--- config.mk ---
export PLATFORM = sky130hd
export DESIGN_NAME = param_stage_uploader
export DESIGN_NICKNAME = d
export VERILOG_FILES = /design/src/rtl/psu_pkg.sv /design/src/rtl/psu_slot_bank.sv /design/src/rtl/psu_lowest_pick.sv /design/src/rtl/psu_xfer_ctrl.sv /design/src/rtl/param_stage_uploader.sv
export SDC_FILE = /design/constraint.sdc
export NUM_CORES = 1
export LEC_CHECK = 0
export CAP_MARGIN = 5
export CORE_AREA = 2 2 140 142
export CTS_BUF_LIST = sky130_fd_sc_hd__clkbuf_2 sky130_fd_sc_hd__clkbuf_4 sky130_fd_sc_hd__clkbuf_8
export DETAILED_ROUTE_END_ITERATION = 12
export DIE_AREA = 0 0 142 144
export GPL_TIMING_DRIVEN = 0
export MAX_ROUTING_LAYER = met4
export REMOVE_ABC_BUFFERS = 1
export SLEW_MARGIN = 30
export SYNTH_ARGS = -nofsm -noshare
export SYNTH_HDL_FRONTEND = slang
export SYNTH_SLANG_ARGS = --single-unit
--- constraint.sdc ---
create_clock -name clk -period 1.79 [get_ports clk]
set_input_delay 0.2685 -clock clk [delete_from_list [all_inputs] [get_ports clk]]
set_output_delay 0.2685 -clock clk [all_outputs]
set_load 0.05 [all_outputs]
--- src/rtl/psu_pkg.sv ---
package psu_pkg;
  typedef enum logic {
    ST_IDLE = 1'b0,
    ST_RUN  = 1'b1
  } xfer_state_e;
endpackage

--- src/rtl/psu_slot_bank.sv ---
module psu_slot_bank #(
  parameter int unsigned N  = 5,
  parameter int unsigned AW = 8,
  parameter int unsigned DW = 22,
  parameter int unsigned SW = 3
) (
  input  logic                 clk,
  input  logic                 rst_n,
  input  logic                 wr_en,
  input  logic [SW-1:0]        wr_slot,
  input  logic [AW-1:0]        wr_addr,
  input  logic [DW-1:0]        wr_data,
  input  logic                 clr_en,
  input  logic [SW-1:0]        clr_slot,
  output logic [N-1:0]         dirty,
  output logic [N-1:0][AW-1:0] ent_addr,
  output logic [N-1:0][DW-1:0] ent_data
);
  for (genvar g = 0; g < N; g++) begin : g_slot
    always_ff @(posedge clk) begin
      if (!rst_n) begin
        dirty[g]    <= 1'b0;
        ent_addr[g] <= '0;
        ent_data[g] <= '0;
      end else if (wr_en && wr_slot == SW'(g)) begin
        dirty[g]    <= 1'b1;
        ent_addr[g] <= wr_addr;
        ent_data[g] <= wr_data;
      end else if (clr_en && clr_slot == SW'(g)) begin
        dirty[g]    <= 1'b0;
      end
    end
  end
endmodule

--- src/rtl/psu_lowest_pick.sv ---
module psu_lowest_pick #(
  parameter int unsigned N  = 5,
  parameter int unsigned SW = 3
) (
  input  logic [N-1:0]  dirty,
  output logic          found,
  output logic [SW-1:0] idx,
  output logic          more
);
  logic [N-1:0] rest;

  always_comb begin
    idx = '0;
    for (int i = N - 1; i >= 0; i--) begin
      if (dirty[i]) idx = SW'(i);
    end
  end

  always_comb begin
    rest = dirty;
    for (int i = 0; i < N; i++) begin
      if (SW'(i) == idx) rest[i] = 1'b0;
    end
  end

  assign found = |dirty;
  assign more  = |rest;
endmodule

--- src/rtl/psu_xfer_ctrl.sv ---
module psu_xfer_ctrl
  import psu_pkg::*;
#(
  parameter int unsigned AW = 8,
  parameter int unsigned DW = 22,
  parameter int unsigned SW = 3
) (
  input  logic          clk,
  input  logic          rst_n,
  input  logic          xfer_req,
  input  logic          pend_any,
  input  logic          sel_found,
  input  logic [SW-1:0] sel_idx,
  input  logic          sel_more,
  input  logic [AW-1:0] sel_addr,
  input  logic [DW-1:0] sel_data,
  input  logic          stat_rd,
  output logic          busy,
  output logic          clr_en,
  output logic [SW-1:0] clr_slot,
  output logic          ram_we,
  output logic [AW-1:0] ram_addr,
  output logic [DW-1:0] ram_data,
  output logic          stat_done
);
  xfer_state_e state;
  logic        done_set;

  assign busy     = (state == ST_RUN);
  assign clr_en   = busy && sel_found;
  assign clr_slot = sel_idx;

  // Completion: empty request while idle, or last entry leaving while running.
  always_comb begin
    done_set = 1'b0;
    if (state == ST_IDLE) done_set = xfer_req && !pend_any;
    else                  done_set = !sel_found || !sel_more;
  end

  always_ff @(posedge clk) begin
    if (!rst_n) begin
      state    <= ST_IDLE;
      ram_we   <= 1'b0;
      ram_addr <= '0;
      ram_data <= '0;
    end else begin
      ram_we <= 1'b0;
      unique case (state)
        ST_IDLE: if (xfer_req && pend_any) state <= ST_RUN;
        ST_RUN: begin
          if (sel_found) begin
            ram_we   <= 1'b1;
            ram_addr <= sel_addr;
            ram_data <= sel_data;
          end
          if (done_set) state <= ST_IDLE;
        end
        default: state <= ST_IDLE;
      endcase
    end
  end

  // Set wins over the read-clear so a fresh completion is never lost.
  always_ff @(posedge clk) begin
    if (!rst_n)        stat_done <= 1'b0;
    else if (done_set) stat_done <= 1'b1;
    else if (stat_rd)  stat_done <= 1'b0;
  end
endmodule

--- src/rtl/param_stage_uploader.sv ---
module param_stage_uploader #(
  parameter int unsigned NUM_SLOTS = 5,
  parameter int unsigned ADDR_W    = 8,
  parameter int unsigned DATA_W    = 22,
  localparam int unsigned SLOT_W   = (NUM_SLOTS > 1) ? $clog2(NUM_SLOTS) : 1
) (
  input  logic              clk,
  input  logic              rst_n,
  input  logic              host_wr_valid,
  output logic              host_wr_ready,
  input  logic [SLOT_W-1:0] host_wr_slot,
  input  logic [ADDR_W-1:0] host_wr_addr,
  input  logic [DATA_W-1:0] host_wr_data,
  input  logic              xfer_req,
  output logic              xfer_busy,
  input  logic              stat_rd,
  output logic              stat_done,
  output logic              ram_we,
  output logic [ADDR_W-1:0] ram_addr,
  output logic [DATA_W-1:0] ram_data
);
  logic [NUM_SLOTS-1:0]             dirty;
  logic [NUM_SLOTS-1:0][ADDR_W-1:0] ent_addr;
  logic [NUM_SLOTS-1:0][DATA_W-1:0] ent_data;
  logic                             wr_en;
  logic                             clr_en;
  logic [SLOT_W-1:0]                clr_slot;
  logic                             sel_found;
  logic                             sel_more;
  logic [SLOT_W-1:0]                sel_idx;
  logic                             pend_any;

  assign host_wr_ready = !xfer_busy;
  assign wr_en    = host_wr_valid && host_wr_ready &&
                    (32'(host_wr_slot) < NUM_SLOTS);
  assign pend_any = (|dirty) || wr_en;

  psu_slot_bank #(
    .N (NUM_SLOTS), .AW(ADDR_W), .DW(DATA_W), .SW(SLOT_W)
  ) u_bank (
    .clk     (clk),
    .rst_n   (rst_n),
    .wr_en   (wr_en),
    .wr_slot (host_wr_slot),
    .wr_addr (host_wr_addr),
    .wr_data (host_wr_data),
    .clr_en  (clr_en),
    .clr_slot(clr_slot),
    .dirty   (dirty),
    .ent_addr(ent_addr),
    .ent_data(ent_data)
  );

  psu_lowest_pick #(.N(NUM_SLOTS), .SW(SLOT_W)) u_pick (
    .dirty(dirty),
    .found(sel_found),
    .idx  (sel_idx),
    .more (sel_more)
  );

  psu_xfer_ctrl #(.AW(ADDR_W), .DW(DATA_W), .SW(SLOT_W)) u_ctrl (
    .clk      (clk),
    .rst_n    (rst_n),
    .xfer_req (xfer_req),
    .pend_any (pend_any),
    .sel_found(sel_found),
    .sel_idx  (sel_idx),
    .sel_more (sel_more),
    .sel_addr (ent_addr[sel_idx]),
    .sel_data (ent_data[sel_idx]),
    .stat_rd  (stat_rd),
    .busy     (xfer_busy),
    .clr_en   (clr_en),
    .clr_slot (clr_slot),
    .ram_we   (ram_we),
    .ram_addr (ram_addr),
    .ram_data (ram_data),
    .stat_done(stat_done)
  );
endmodule

==> flow_summary.ini <==
[hold_path]
whs_path_depth = 3
min_path_type = in2reg

[power]
power_density_mw_per_mm2 = 867
leakage_nw = 3.15
power_mw = 7.89
peakVddDrop_mv = 0.449

[worst_setup_path]
r2r_slack_ps = 20
criticalPathCategory = reg2reg
cp.depth = 5
crit_slowest_cell = or4_4
reg2regPathDepth = 5
worst-path-buf-inv = 1
cp_data_arrival_time_ps = 2170
end_kind = register
critical_path.top_delay_family = simple AND/OR/NAND/NOR gates
required_ps = 2190
path_max_fanout = 10
crit_chain = or4_4, o21ai_4, buf_8, a21oi_1, a211oi_2
cp-start-kind = register
crit_path_max_incr_delay_ps = 560

[sta]
fin_crit_ps = 1770
slew_headroom_pct = 51.5
final-hold-violation-count = 0
tightest_slew_ps = 727
fmax_mhz = 566
period_share_pct = 98.8
finalMaxSlewViolations = 0
setup_viol_count_final = 0
skew_ps = 12.6
rsz0062_at_grt = yes

[flow_run]
maxCapViolCount = 0

[cts]
htreeDepth = 4
root_buffer = clkbuf_8
worst_skew_pair.late_latency_ps = 470
cts.path.max_buffers = 2
holdBufCountCts = 0
cts_tree = yes
clkSinkCount = 188
cts_made_buffers = 17
clk_pin_slew_ps = 100

[synth]
synth-edff-count = 0
synth_area_mm2 = 0.00741
yosysTopAreaCell = dfxtp_1
avgSynthCellArea_um2 = 8.21
ys_types = 43
synth-seq-area-share_pct = 50.8
synth_ff_type = dfxtp_1
synthTopCellsByArea = dfxtp_1 51%, nand2_1 16%, a21oi_1 11%
ys_seq_elements = 188
synth_top_area_share_pct = 50.8
yosys_warnings = 0
syn_inst = 903
synth-async-reset-ratio_pct = 0

[finish]
drive_gt1_share_pct = 11.7
synthToLayoutAreaGrowth_pct = 22.9
antennaDiodeCount = 0
postLayoutCellArea_mm2 = 0.00911
layout.cells.most_common = nand2_1
layout_common_cells = 307 x nand2_1, 183 x dfxtp_1, 164 x a21oi_1
fill_cells = 1822
seqCellArea_mm2 = 0.00378
multi_input_area_mm2 = 0.00341
final_nets = 1006

[die]
rows = 51
die_y_um = 144
core_mm2 = 0.0191
ios = 72
dieArea_mm2 = 0.0204
chipWidth_um = 142
initial_core_util_pct = 38.8

[placement]
place_congestion = 0.714
io_buffers = 71
placed_area_mm2 = 0.00840
hpwlAfterDp_um = 12300

[global_route]
grt_pass1_wl_um = 33900
grt_pass1_vias = 5993
grt_max_degree = 115
antenna_found_initial = 0
grt_util_all_layers_pct = 22.0
grt_overflow = 0

[detailed_routing]
wl_um = 22200
via_count = 6778
ant_nets = 0
wl_per_cell_um = 18.2
drc = 0
drt-initial-drc-count = 716
viasPerCell = 5.56
drt_pass1_iterations = 5

[run_status]
status = finished clean
## cells in the mapped netlist, types with 2 or more instances
| cell type | number |
|---|---|
| nand2_1 | 309 |
| dfxtp_1 | 188 |
| a21oi_1 | 164 |
| clkbuf_1 | 48 |
| a222oi_1 | 30 |
| a21boi_0 | 26 |
| o22ai_1 | 26 |
| a22oi_1 | 23 |
| buf_4 | 10 |
| buf_2 | 9 |
| o21ai_0 | 9 |
| buf_6 | 7 |
| and4_1 | 6 |
| nand3_1 | 5 |
| nor2_1 | 4 |
| and3_1 | 3 |
| nand3b_1 | 3 |
| nor2b_1 | 3 |
| o211a_1 | 3 |
| o211ai_1 | 3 |
| inv_1 | 2 |
## sequential cells by signal, indices dropped and copies added, names as in the netlist
name / flops
u_ctrl.ram_addr: 8
u_ctrl.busy: 1
u_bank.ent_data: 110
u_bank.ent_addr: 40
u_ctrl.stat_done: 1
u_ctrl.ram_data: 22
u_ctrl.ram_we: 1
u_bank.dirty: 5
## cells by family after synthesis
group,count (synthesis),synth area share (%)
adders and majority gates,1,0.135
DFF,188,50.8
buffers and inverters,77,5.27
AOI/OAI and AO/OA,291,24.6
and+or+nand+nor,346,19.2
## metal layers
| metal | vias to the layer above | GRT usage (%) | share of wire [%] |
|---|---|---|---|
| met5 | - | - | 0 |
| met1 | 3214 | 30.9 | 47 |
| li1 | 3285 | - | - |
| met3 | 40 | 4.07 | 6.9 |
| met2 | 239 | 32.2 | 44 |
| met4 | 0 | 6.79 | 2.1 |
## worst min-delay path, stage by stage
cell,delay (ps)
clkdlybuf4s50_1,390
nand3b_1,150
o21ai_0,70
## cell type report
| type | instances | share of cell area (%) |
|---|---|---|
| Multi-Input combinational cell | 641 | 37.5 |
| Clock buffer | 21 | 3.10 |
| Timing Repair Buffer | 118 | 13.0 |
| Tap cell | 238 | 3.27 |
| Clock inverter | 11 | 1.28 |
| Inverter | 2 | 0.371 |
| Sequential cell | 188 | 41.5 |
## final timing paths
check	startpoint	end
worst max-delay path	u_bank.dirty[0]$_SDFFE_PN0P_	u_ctrl.ram_data[10]$_SDFFE_PN0P_
worst min-delay path	stat_rd	u_ctrl.stat_done$_SDFFE_PN0P_
worst max register to register	u_bank.dirty[0]$_SDFFE_PN0P_	u_ctrl.ram_data[10]$_SDFFE_PN0P_
worst min register to register	u_bank.ent_addr[3]$_SDFFE_PN0P_	u_bank.ent_addr[3]$_SDFFE_PN0P_
## per-stage QoR
stage	util, %	hold slack, ps	TNS (ps)	setup WS [ps]	cells
after global routing	47.7	449	-146	-19.1	1219
final	47.7	441	0	21.8	1219
after CTS	46.9	418	0	0.230	1205
after global placement	42.1	439	-707140	-4710	1137
after detailed placement	44.0	443	-128310	-887	1158
after floorplan	-	404	-257560	-1610	828
## power by group
part	internal [mW]	switching (mW)	leakage [nW]	total, mW
sequential	4.26	0.0566	1.52	4.31
combinational	0.271	0.442	1.42	0.713
clock	1.36	1.51	0.201	2.87
## repair_timing
action | in CTS | in global routing
pin swaps | 5 | 3
buffers inserted | 13 | 13
cloned | 2 | 1
endpoints found under the setup margin | 208 | 118
resized for setup | 61 | 26
No activity file was read; power rests on OpenSTA's default activity.
